`src/rtl/keyed_wdt_pkg.sv`:
```
package keyed_wdt_pkg;
  localparam int CNT_W      = 8;
  localparam int KEY_W      = 8;
  localparam int WR_W       = KEY_W + CNT_W;
  localparam int NUM_SEL    = 8;
  localparam int SEL_W      = $clog2(NUM_SEL);
  localparam int BASE_SHIFT = 5;
  localparam int PRE_W      = BASE_SHIFT + NUM_SEL - 1;

  localparam logic [KEY_W-1:0] CNT_KEY = 8'h5A;
  localparam logic [KEY_W-1:0] CSR_KEY = 8'hA5;

  localparam int FLAG_BIT = 7;
  localparam int RUN_BIT  = 5;
  localparam int SEL_LSB  = 0;

  typedef struct packed {
    logic             cntLoad;
    logic [CNT_W-1:0] cntVal;
    logic             runEn;
    logic [SEL_W-1:0] selPend;
  } ctrlStrobe_t;
endpackage

```
`src/rtl/keyed_wdt_ctrl.sv`:
```
module keyed_wdt_ctrl
  import keyed_wdt_pkg::*;
#(
  parameter logic [KEY_W-1:0] CntKey = CNT_KEY,
  parameter logic [KEY_W-1:0] CsrKey = CSR_KEY
) (
  input  logic              clk,
  input  logic              rstN,
  input  logic              cntWrEn,
  input  logic              csrWrEn,
  input  logic [WR_W-1:0]   wrData,
  input  logic              wrapEvt,
  output ctrlStrobe_t       strobe,
  output logic [CNT_W-1:0]  csrQ,
  output logic              keyErr
);
  logic [KEY_W-1:0] keyField;
  logic [CNT_W-1:0] payload;
  logic             cntKeyOk;
  logic             csrKeyOk;
  logic             badWrite;
  logic [CNT_W-1:0] csrNext;
  logic             flagNext;

  assign keyField = wrData[WR_W-1:CNT_W];
  assign payload  = wrData[CNT_W-1:0];

  assign cntKeyOk = cntWrEn && (keyField == CntKey);
  assign csrKeyOk = csrWrEn && (keyField == CsrKey);
  assign badWrite = (cntWrEn && !cntKeyOk) || (csrWrEn && !csrKeyOk);

  // overflow flag: hardware set dominates, software may only clear
  always_comb begin
    flagNext = csrQ[FLAG_BIT];
    if (csrKeyOk) flagNext = csrQ[FLAG_BIT] & payload[FLAG_BIT];
    if (wrapEvt)  flagNext = 1'b1;
  end

  always_comb begin
    csrNext = csrQ;
    if (csrKeyOk) csrNext = payload;
    csrNext[FLAG_BIT] = flagNext;
  end

  always_ff @(posedge clk) begin
    if (!rstN) begin
      csrQ   <= '0;
      keyErr <= 1'b0;
    end else begin
      csrQ <= csrNext;
      if (badWrite) keyErr <= 1'b1;
    end
  end

  // select value the register will hold after this edge, built without wrapEvt
  always_comb begin
    strobe.cntLoad = cntKeyOk;
    strobe.cntVal  = payload;
    strobe.runEn   = csrQ[RUN_BIT];
    strobe.selPend = csrKeyOk ? payload[SEL_LSB +: SEL_W] : csrQ[SEL_LSB +: SEL_W];
  end
endmodule

```
`src/rtl/keyed_wdt_datapath.sv`:
```
module keyed_wdt_datapath
  import keyed_wdt_pkg::*;
(
  input  logic             clk,
  input  logic             rstN,
  input  ctrlStrobe_t      strobe,
  output logic             wrapEvt,
  output logic [CNT_W-1:0] cntQ,
  output logic             ovfPulse
);
  logic [PRE_W-1:0]   preCnt;
  logic [SEL_W-1:0]   activeSel;
  logic [NUM_SEL-1:0] isTerm;
  logic               tick;
  logic               reloadSel;

  for (genvar g = 0; g < NUM_SEL; g++) begin : g_term
    localparam logic [PRE_W-1:0] LIMIT = PRE_W'((32'd1 << (BASE_SHIFT + g)) - 32'd1);
    assign isTerm[g] = (preCnt == LIMIT);
  end

  assign tick      = strobe.runEn && isTerm[activeSel];
  assign wrapEvt   = tick && !strobe.cntLoad && (cntQ == {CNT_W{1'b1}});
  assign reloadSel = !strobe.runEn || strobe.cntLoad || tick;

  always_ff @(posedge clk) begin
    if (!rstN) begin
      preCnt    <= '0;
      activeSel <= '0;
    end else begin
      if (!strobe.runEn || strobe.cntLoad || tick) preCnt <= '0;
      else                                           preCnt <= preCnt + PRE_W'(1);
      if (reloadSel) activeSel <= strobe.selPend;
    end
  end

  always_ff @(posedge clk) begin
    if (!rstN) begin
      cntQ     <= '0;
      ovfPulse <= 1'b0;
    end else begin
      if (strobe.cntLoad) cntQ <= strobe.cntVal;
      else if (tick)      cntQ <= cntQ + CNT_W'(1);
      ovfPulse <= wrapEvt;
    end
  end
endmodule

```
`src/rtl/keyed_watchdog.sv`:
```
module keyed_watchdog
  import keyed_wdt_pkg::*;
#(
  parameter logic [KEY_W-1:0] CntKey = CNT_KEY,
  parameter logic [KEY_W-1:0] CsrKey = CSR_KEY
) (
  input  logic             clk,
  input  logic             rstN,
  input  logic             cntWrEn,
  input  logic             csrWrEn,
  input  logic [WR_W-1:0]  wrData,
  output logic [CNT_W-1:0] cntRd,
  output logic [CNT_W-1:0] csrRd,
  output logic             ovfPulse,
  output logic             keyErr
);
  ctrlStrobe_t strobe;
  logic        wrapEvt;

  keyed_wdt_ctrl #(.CntKey(CntKey), .CsrKey(CsrKey)) u_ctrl (
    .clk     (clk),
    .rstN    (rstN),
    .cntWrEn (cntWrEn),
    .csrWrEn (csrWrEn),
    .wrData  (wrData),
    .wrapEvt (wrapEvt),
    .strobe  (strobe),
    .csrQ    (csrRd),
    .keyErr  (keyErr)
  );

  keyed_wdt_datapath u_dp (
    .clk      (clk),
    .rstN     (rstN),
    .strobe   (strobe),
    .wrapEvt  (wrapEvt),
    .cntQ     (cntRd),
    .ovfPulse (ovfPulse)
  );
endmodule

```
`config.mk`:
```
export PLATFORM = sky130hd
export DESIGN_NAME = keyed_watchdog
export DESIGN_NICKNAME = d
export VERILOG_FILES = /design/src/rtl/keyed_wdt_pkg.sv /design/src/rtl/keyed_wdt_ctrl.sv /design/src/rtl/keyed_wdt_datapath.sv /design/src/rtl/keyed_watchdog.sv
export SDC_FILE = /design/constraint.sdc
export NUM_CORES = 1
export LEC_CHECK = 0
export ABC_AREA = 1
export BUFFER_PORTS_ARGS = -buffer_cell sky130_fd_sc_hd__buf_2
export CORE_MARGIN = 2
export CORE_UTILIZATION = 55
export CTS_CLUSTER_DIAMETER = 60
export CTS_CLUSTER_SIZE = 24
export DETAILED_ROUTE_END_ITERATION = 16
export PLACE_DENSITY = 0.81
export REMOVE_ABC_BUFFERS = 1
export SYNTH_ARGS = -nofsm -noshare
export SYNTH_HDL_FRONTEND = slang
export SYNTH_SLANG_ARGS = --single-unit
```
`constraint.sdc`:
```
create_clock -name clk -period 4.4 [get_ports clk]
set_input_delay 0 -clock clk [delete_from_list [all_inputs] [get_ports clk]]
set_output_delay 0 -clock clk [all_outputs]
set_load 0.005 [all_outputs]
```
==> run_results.csv <==
group,metric,value,unit
run_status,status,"completed",
floorplanning,die_h,59.8,um
drt,drtPass1Iterations,5,
logic_synthesis,synth-simple-area-share,35.0,%
clock_tree,cts_resized,0,
drt,drc,0,
pwr,switchingPower,0.110,mW
hold_path,min_path_type,"primary input to register",
logic_synthesis,ys_warn_count,0,
clock_tree,cts_buffer_depth,2,
global_routing,grt_pass1_vias,1415,
flow_run,max_cap_violations,0,
worst_setup_path,cp_max_fo,15,
hold_path,hold_path_depth,5,
worst_setup_path,reg2regPathDepth,12,
cells_and_area,antenna_cells,0,
drt,wl_per_cell,11.5,um
logic_synthesis,synth_area,1720,sq um
logic_synthesis,ys.flop_type,"dfxtp_1",
pwr,cellPowerDensity,237,nW/um^2
logic_synthesis,synth_area_per_cell,7.06,sq um
logic_synthesis,synth_cell_types,32,
timing,rsz0062_at_grt,"no",
worst_setup_path,cp-end-kind,"register",
drt,drtIter0Drc,145,
cells_and_area,n_fill_cell,273,
global_routing,grt_max_degree,16,
clock_tree,cts_root_buffer,"clkbuf_4",
logic_synthesis,synth_compound_area_share,10.3,%
worst_setup_path,required,4650,ps
logic_synthesis,ys_top_cells_by_count,"nand2_1, dfxtp_1, inv_1, nand3_1, nor2_1",
worst_setup_path,startpoint_type,"register",
logic_synthesis,synth.area.top_cells,"dfxtp_1, nand2_1, nand3_1",
clock_tree,clock_sinks,33,
pwr,p_sw_share,22.9,%
timing,clock_skew,9.50,ps
floorplanning,start_util,57.1,%
drt,antenna_left,0,
drt,via_count,1611,
timing,hold_viol,0,
timing,period_share,39.8,%
floorplanning,rows,20,
timing,timing.fmax,0.571,GHz
logic_synthesis,synth_most_common_cell,"nand2_1",
timing,tightest_slew,461,ps
logic_synthesis,synth_top_family_by_area,"simple AND/OR/NAND/NOR gates",
timing,final-setup-viol-count,0,
global_routing,grt_overflow,0,
clock_tree,htreeDepth,2,
placement,numPortBuffers,37,
pwr,ir_worst_vdd,0.165,mV
timing,drv_slew,0,
placement,placedCellCount,305,
logic_synthesis,synth_edf_count,0,
placement,place.gp.congestion,0.825,
global_routing,grt_pass1_wl,5860,um
logic_synthesis,synth_area_leader_cell,"dfxtp_1",
worst_setup_path,crit_arrival,2000,ps
floorplanning,chipWidth,59.8,um
global_routing,grt_usage,22.0,%
drt,wl,3670,um
worst_setup_path,crit_type,"register to register",
logic_synthesis,synth_fa_ha_area_share,1.46,%
placement,dpl.hpwl,2630,um
logic_synthesis,synth_xor_area_share,5.62,%
cells_and_area,multiInputGateArea,898,sq um
logic_synthesis,synth_top_area_share,38.5,%
clock_tree,cts_setup_buffers,0,
clock_tree,cts_hold_buf,9,
cells_and_area,utilization,67.1,%
clock_tree,clk_pin_slew,100,ps
pwr,total_power,0.478,mW
pwr,p_clk_share,31.9,%
pwr,combinationalPowerShare,5.4,%
cells_and_area,final_nets,310,
drt,avgViaCountPerCell,5.03,
floorplanning,dieArea,3580,sq um
clock_tree,tritoncts,"built",
pwr,p_seq_share,62.7,%
cells_and_area,seqCellArea,661,sq um
cells_and_area,final_cells,320,
global_routing,antenna_found_initial,0,
clock_tree,clock_latency,340,ps
timing,period_needed,1750,ps
floorplanning,ios,38,
logic_synthesis,seq_area_frac_synth,38.5,%
timing,setup_tns,0,ps
logic_synthesis,synthCells,243,
logic_synthesis,ys_seq_elements,33,
cells_and_area,drive_gt1_share,19.9,%
floorplanning,core_area,3000,sq um
pwr,p_leak,0.864,nW
pwr,p_int,0.369,mW
clock_tree,numCtsBuffers,5,
timing,relSlewSlack,69.1,%
logic_synthesis,synthArstFlopShare,0,%
cells_and_area,area_growth_syn_to_layout,17.5,%
logic_synthesis,synthMuxAreaShare,0,%
[metrics by stage]
step | area [sq um] | hold WS (ps) | setup slack (ps)
final | 2020 | 32.4 | 2650
after global routing | 2020 | 74.7 | 2450
after CTS | 2020 | 28.4 | 2650
after detailed placement | 1880 | 270 | 2660
after global placement | 1880 | 268 | 2730
after floorplan | 1660 | 116 | 2850
[state kept, by name, summed over array words and instances, names as in the netlist]
signal	cells
u_ctrl.keyErr	1
u_dp.preCnt	12
u_ctrl.csrQ	8
u_dp.cntQ	8
u_dp.activeSel	3
u_dp.ovfPulse	1
[routing by layer]
| metal | part of all wire, % | track usage, % | vias to the layer above |
|---|---|---|---|
| met5 | 0 | 0 | - |
| met4 | 1.5 | 9.21 | 0 |
| met3 | 6.7 | 8.01 | 7 |
| met2 | 45 | 33.9 | 57 |
| met1 | 47 | 27.7 | 681 |
| li1 | - | - | 866 |
[cell type report]
class | count | area share (%)
clock buffer | 5 | 1.86
clock inverter | 1 | 0.248
inverter | 26 | 4.84
multi-input combinational | 176 | 44.6
sequential | 33 | 32.8
tap | 33 | 2.05
timing repair buffer | 46 | 13.7
[power groups by stage]
stage               clock [mW]  sequential, mW  combinational, mW
CTS                      0.156           0.300             0.0259
floorplan                    0           0.307            0.00576
global route             0.166           0.300             0.0287
finish                   0.153           0.300             0.0260
global placement             0           0.307             0.0192
detailed placement           0           0.307             0.0197
[cells in the final DEF, fill, tap and decap left out, types with 6 or more instances in the layout]
cell	synthesis	layout
a21oi_1	14	14
buf_2	1	37
dfxtp_1	33	33
dlygate4sd3_1	0	9
inv_1	23	23
nand2_1	70	70
nand3_1	23	23
nor2_1	23	23
o21ai_0	6	6
xnor2_1	6	6
[cell families (layout without fill, tap and decap cells)]
family	count (synthesis)	count (layout)
DFF	33	33
and+or+nand+nor	132	132
adders and majority gates	2	2
buffers and inverters	34	78
xor gates and xnor gates	11	11
AOI/OAI and AO/OA	31	31
[worst paths after layout]
kind | from | end | slack, ps
max reg2reg | u_dp.preCnt[0] | u_dp.activeSel[2] | 2650
min reg2reg | u_dp.preCnt[0] | u_dp.preCnt[0] | 450
max | u_dp.preCnt[0] | u_dp.activeSel[2] | 2650
min | wrData[1] | u_ctrl.csrQ[1] | 30
[worst max-delay path: stages (launching register included)]
cell and delay (ps):
dfxtp_1 360, ha_1 170, nand2_1 50, inv_1 90
nand2_1 110, nor2_2 160, nand2_1 80, nand2_2 90
nand3_4 170, nand3_4 220, nand2_1 80, nand2_1 60
inv_1 30
Note: power is estimated with default switching activity, not from simulation.
